--- src/rtl/lpg_pkg.sv ---
package lpg_pkg;

  // Pattern carried by a lane; lane order is fixed by index.
  typedef enum logic [1:0] {
    LK_CONST_A = 2'd0,
    LK_RAMP_UP = 2'd1,
    LK_CONST_B = 2'd2,
    LK_RAMP_DN = 2'd3
  } lane_kind_e;

  function automatic lane_kind_e kind_of(input int unsigned idx);
    case (idx % 4)
      0:       kind_of = LK_CONST_A;
      1:       kind_of = LK_RAMP_UP;
      2:       kind_of = LK_CONST_B;
      default: kind_of = LK_RAMP_DN;
    endcase
  endfunction

endpackage

--- src/rtl/lpg_resync_timer.sv ---
module lpg_resync_timer #(
  parameter int PERIOD = 4992,
  parameter int GAP    = 6
) (
  input  logic clk,
  input  logic rst_n,
  output logic gap_o
);
  localparam int PW = (PERIOD > 1) ? $clog2(PERIOD) : 1;
  localparam logic [PW-1:0] LAST = PW'(PERIOD - 1);
  localparam logic [PW-1:0] GLIM = PW'(GAP);

  logic [PW-1:0] phase_q, phase_d;
  logic          armed_q, armed_d;
  logic          wrap;

  assign wrap = (phase_q == LAST);

  always_comb begin
    phase_d = wrap ? '0 : phase_q + 1'b1;
    armed_d = armed_q | wrap;
  end

  always_ff @(posedge clk or negedge rst_n) begin
    if (!rst_n) begin
      phase_q <= '0;
      armed_q <= 1'b0;
    end else begin
      phase_q <= phase_d;
      armed_q <= armed_d;
    end
  end

  // No gap before the first full interval has elapsed.
  assign gap_o = armed_q && (phase_q < GLIM);

endmodule

--- src/rtl/lpg_ramp.sv ---
module lpg_ramp #(
  parameter int WIDTH = 16,
  parameter bit DOWN  = 1'b0
) (
  input  logic             clk,
  input  logic             rst_n,
  input  logic             step_en,
  output logic [WIDTH-1:0] value_o
);
  localparam logic [WIDTH-1:0] START = DOWN ? {WIDTH{1'b1}} : '0;

  logic [WIDTH-1:0] cnt_q, cnt_d, stepped;

  generate
    if (DOWN) begin : g_down
      assign stepped = cnt_q - WIDTH'(1);
    end else begin : g_up
      assign stepped = cnt_q + WIDTH'(1);
    end
  endgenerate

  always_comb begin
    cnt_d = step_en ? stepped : cnt_q;
  end

  always_ff @(posedge clk or negedge rst_n) begin
    if (!rst_n) cnt_q <= START;
    else        cnt_q <= cnt_d;
  end

  assign value_o = cnt_q;

endmodule

--- src/rtl/lpg_lane_mux.sv ---
module lpg_lane_mux
  import lpg_pkg::*;
#(
  parameter int              NUM_LANES = 4,
  parameter int              WIDTH     = 16,
  parameter logic [WIDTH-1:0] CONST_A  = 16'hAAAA,
  parameter logic [WIDTH-1:0] CONST_B  = 16'hCCCC
) (
  input  logic [WIDTH-1:0]           up_i,
  input  logic [WIDTH-1:0]           dn_i,
  input  logic                       valid_i,
  output logic [NUM_LANES*WIDTH-1:0] data_o,
  output logic [NUM_LANES-1:0]       vld_o
);
  for (genvar i = 0; i < NUM_LANES; i++) begin : g_lane
    localparam lane_kind_e K = kind_of(i);
    if (K == LK_CONST_A) begin : g_ca
      assign data_o[i*WIDTH +: WIDTH] = CONST_A;
    end else if (K == LK_RAMP_UP) begin : g_up
      assign data_o[i*WIDTH +: WIDTH] = up_i;
    end else if (K == LK_CONST_B) begin : g_cb
      assign data_o[i*WIDTH +: WIDTH] = CONST_B;
    end else begin : g_dn
      assign data_o[i*WIDTH +: WIDTH] = dn_i;
    end
    assign vld_o[i] = valid_i;
  end

endmodule

--- src/rtl/lane_pattern_gen.sv ---
module lane_pattern_gen #(
  parameter int               NUM_LANES     = 4,
  parameter int               WORD_W        = 16,
  parameter int               RESYNC_PERIOD = 4992,
  parameter int               RESYNC_LEN    = 6,
  parameter logic [WORD_W-1:0] CONST_A      = 16'hAAAA,
  parameter logic [WORD_W-1:0] CONST_B      = 16'hCCCC
) (
  input  logic                        clk,
  input  logic                        rst_n,
  output logic [NUM_LANES*WORD_W-1:0] lane_data_o,
  output logic [NUM_LANES-1:0]        lane_vld_o,
  output logic [WORD_W-1:0]           mon_ramp_o
);
  logic             in_gap;
  logic             xfer_en;
  logic [WORD_W-1:0] up_val, dn_val;

  lpg_resync_timer #(
    .PERIOD (RESYNC_PERIOD),
    .GAP    (RESYNC_LEN)
  ) u_timer (
    .clk   (clk),
    .rst_n (rst_n),
    .gap_o (in_gap)
  );

  // A word is transferred on every cycle outside the gap.
  assign xfer_en = ~in_gap;

  lpg_ramp #(.WIDTH(WORD_W), .DOWN(1'b0)) u_ramp_up (
    .clk     (clk),
    .rst_n   (rst_n),
    .step_en (xfer_en),
    .value_o (up_val)
  );

  lpg_ramp #(.WIDTH(WORD_W), .DOWN(1'b1)) u_ramp_dn (
    .clk     (clk),
    .rst_n   (rst_n),
    .step_en (xfer_en),
    .value_o (dn_val)
  );

  lpg_lane_mux #(
    .NUM_LANES (NUM_LANES),
    .WIDTH     (WORD_W),
    .CONST_A   (CONST_A),
    .CONST_B   (CONST_B)
  ) u_mux (
    .up_i    (up_val),
    .dn_i    (dn_val),
    .valid_i (xfer_en),
    .data_o  (lane_data_o),
    .vld_o   (lane_vld_o)
  );

  assign mon_ramp_o = up_val;

endmodule

--- config.mk ---
export PLATFORM = sky130hd
export DESIGN_NAME = lane_pattern_gen
export DESIGN_NICKNAME = d
export VERILOG_FILES = /design/src/rtl/lpg_pkg.sv /design/src/rtl/lpg_resync_timer.sv /design/src/rtl/lpg_ramp.sv /design/src/rtl/lpg_lane_mux.sv /design/src/rtl/lane_pattern_gen.sv
export SDC_FILE = /design/constraint.sdc
export NUM_CORES = 1
export LEC_CHECK = 0
export BUFFER_PORTS_ARGS = -buffer_cell sky130_fd_sc_hd__buf_2
export CORE_ASPECT_RATIO = 1.4
export CORE_MARGIN = 2
export CORE_UTILIZATION = 45
export DETAILED_ROUTE_END_ITERATION = 8
export PLACE_DENSITY = 0.73
export SYNTH_ARGS = -nofsm -noshare
export SYNTH_HDL_FRONTEND = slang
export SYNTH_SLANG_ARGS = --single-unit
--- constraint.sdc ---
create_clock -name clk -period 2.2 [get_ports clk]
set_input_delay 0 -clock clk [delete_from_list [all_inputs] [get_ports clk]]
set_output_delay 0 -clock clk [all_outputs]
set_load 0.05 [all_outputs]
==> implementation parameters <==
Parameter                              Value

Run status
  Result of the run    completed

STA
  Period minus WS final    1.949 ns
  Worst-margin pin slew    0.9249 ns
  Final Slew Violations    0
  Hold slack final    0.3661 ns
  Hold violation count in the final report    0
  Setup Skew    0.008626 ns
  Period Utilization, post-route    88.59%
  Relative slew slack    38.34%
  Total of endpoints with negative setup slack in the final report    0
  Fmax achieved    513.1 MHz
  RSZ-0062 raised after global routing    false
  Aggregate negative setup slack    0 ns

Die
  Placeable core region    5485 um^2
  Row cnt    32
  Effective utilization at floorplan    46.72%
  Die outline width    67.78 um
  Top-level port count    86
  Die Y-Extent    93.29 um
  Die Outline Area    6322 um^2

Synth
  Summed instance area of the synthesized netlist    ~2600 um^2
  EDFF count, synth    0
  Number of library cell types mapped by synthesis    42
  Synth async-reset ratio    100.0%
  Top flip-flop cell by instance count after synthesis    dfrtp_1
  Mapped Avg Cell Area    10.63 um^2
  Proportion of synthesized chip area in sequential cells    45.70%
  Number of storage elements in the synthesis netlist    between 40 and 50
  Gate count of the mapped netlist    241
  Synth Warn #    0

Cells and area
  Antenna cells    0
  Multi-input gate area in the final layout    1070 um^2
  Most frequent cells in the layout    buf_2, conb_1, dfrtp_1
  Most common cell after layout, fill and taps aside    buf_2
  Register area    1171 um^2
  Nets@finish    284
  Proportion of layout cells with a drive suffix above 1    32.50%
  Filler instances    between 500 and 600
  Area grow syn2layout    6.494%

Clock tree
  Number of buffers added by the clock tree synthesis step    5
  Num Clock Sinks    46
  CTS max path bufs    2
  Post-CTS setup buffer count    0
  Clock tree from TritonCTS    yes
  Post-cts resize count    0
  Cell at the root of the clock tree    clkbuf_8
  Htree depth    2
  Clk_lat worst skew    about 0.30 ns
  Post-CTS clock slew at the launch and capture registers of the worst setup and hold paths    0.09 ns
  Number of buffers added to fix hold violations after cts    1

Critical path
  Worst Path Max Fanout    17
  Data arrival at the endpoint of the critical path    roughly 2 ns
  Slack of the worst reg-to-reg path    0.46 ns
  Reg2reg path depth    5
  Required time at the worst-slack endpoint    2.20 ns
  Endpoint type of the worst setup path    output pin
  Max incr delay on CP    0.44 ns
  Series of cell instances along the critical path    nor4b_2, and4_4, inv_2, buf_2
  RR Endpoint    u_ramp_dn.value_o[8]
  Worst setup SP type    flop
  FF-to-FF Start    u_timer.phase_q[8]
  Slowest stage cell, crit path    dfrtp_1
  Setup CP Type    flop to output pin

Routing
  Count of antenna-violating nets left after detailed routing    0
  Residual DRC count    0
  Max layer used    met4
  Detail-routed net length per standard cell    ~13 um
  Met3 WL    around 220 um
  Number of vias after detailed routing    1710
  First-pass iteration count of the detailed router    6
  Sum of routed wire segments on met1    1801 um
  First DRT Iteration DRCs    106
  Routed wire length    4491 um
  Vias per inst    4.914
  Sum of met2 wire segment lengths after detailed routing    2359 um

Hold path
  Worst hold path type    input pin to asynchronous set/reset pin

GRT
  Number of antenna violations at the first check in global routing    0
  Aggregate global routing overflow    0
  Maximum number of pins on one net before global-route repair    between 40 and 50
  GRT Total Usage    15.33%
  Number of global-route vias before repair    between 1000 and 1500
  Wire length of the first global-routing pass    ~7400 um

Power and ir drop
  Static Leakage    0.001252 uW
  P per Cell Area    552.6 nW/um^2
  Worst VDD drop    0.0002744 V

Placed design
  Port buffer count    between 50 and 60
  DPL Wire Length    between 3000 and 4000 um
  Routability congestion estimate    0.7531

Flow run
  Number of max-capacitance violations reported    0
[power breakdown]
part	leakage [uW]	switching, uW	internal (uW)
clock network	0.0000441	299	224
registers	0.000558	0	846
logic	0.000650	135	4.02
[state kept, by name, summed over array words and instances (netlist names)]
register / flops
u_timer.armed_q: 1
u_timer.phase_q: 13
u_ramp_up.value_o: 16
u_ramp_dn.value_o: 16
[synthesized netlist by cell type, drive strengths merged, types with 2 or more instances]
| cell | number | share of area (%) |
|---|---|---|
| a31oi | 2 | 0.49 |
| a41oi | 2 | 0.98 |
| and2 | 2 | 0.49 |
| and3 | 2 | 0.49 |
| and4 | 6 | 2.1 |
| buf | 56 | 16 |
| conb | 2 | 0.29 |
| dfrtp | 30 | 29 |
| dfstp | 16 | 16 |
| ha | 3 | 1.5 |
| inv | 4 | 0.59 |
| nand2 | 20 | 2.9 |
| nand3 | 10 | 2.0 |
| nand3b | 2 | 0.59 |
| nand4 | 8 | 2.0 |
| nand4b | 3 | 1.0 |
| nor2 | 10 | 1.5 |
| nor3 | 6 | 1.8 |
| nor4 | 4 | 1.5 |
| nor4b | 3 | 1.5 |
| o21ai | 2 | 0.39 |
| or2 | 2 | 0.49 |
| xnor2 | 27 | 9.2 |
| xor2 | 12 | 4.1 |
[critical path: cells and delay by family (launching register included)]
| kind | cells | cell delay [ns] |
|---|---|---|
| flip-flops | 1 | 0.44 |
| AND/OR/NAND/NOR | 2 | 0.80 |
| buffers and inverters | 2 | 0.41 |
[area by class of cell]
type	instances	area share (%)
clock buffer	5	2.522
clock inverter	3	0.7795
inverter	4	0.5502
multi-input combinational	165	39.20
sequential	46	42.92
tap	68	3.118
timing repair buffer	57	10.91
[worst max path at each step]
stage                     slack, ns                    end  depth (start not counted)                 start
after floorplan                0.45   u_ramp_up.value_o[6]                          5  u_ramp_up.value_o[0]
after global placement         0.53   u_ramp_dn.value_o[8]                          5    u_timer.phase_q[6]
after detailed placement       0.47  u_ramp_up.value_o[15]                          5    u_timer.phase_q[8]
after CTS                      0.24          lane_vld_o[0]                          4    u_timer.phase_q[8]
after global routing           0.12          lane_vld_o[1]                          4    u_timer.phase_q[9]
final                          0.25          lane_vld_o[1]                          4    u_timer.phase_q[8]
[layer usage]
metal	global-route usage, %	up-vias
li1	-	803
met4	6.500	0
met3	3.249	9
met5	0	-
met2	25.41	54
met1	18.91	844
[through the flow]
step	instances	cell area [um^2]	utilization, %	total power [uW]	setup WS (ns)
floorplan	271	2675	-	1025	0.4502
global placement	339	2629	47.92	999.6	0.5296
detailed placement	339	2629	47.92	1000	0.4686
CTS	348	2729	49.75	1527	0.2436
global route	348	2729	49.75	1570	0.1243
finish	348	2729	49.75	1508	0.2511
[cells by family (layout without fill, tap and decap cells)]
family | count (synthesis) | after routing | synth area share (%)
adder cells (fa/ha/maj) | 3 | 3 | 1.465
buffers and inverters | 60 | 69 | 16.94
AO/OA/AOI/OAI | 8 | 8 | 2.344
flip-flops | 46 | 46 | 45.70
XOR/XNOR | 39 | 39 | 13.33
other | 2 | 32 | 0.2931
AND/OR/NAND/NOR | 82 | 82 | 19.53
multiplexers | 1 | 1 | 0.3906
Note: power is estimated with default switching activity, not from simulation.
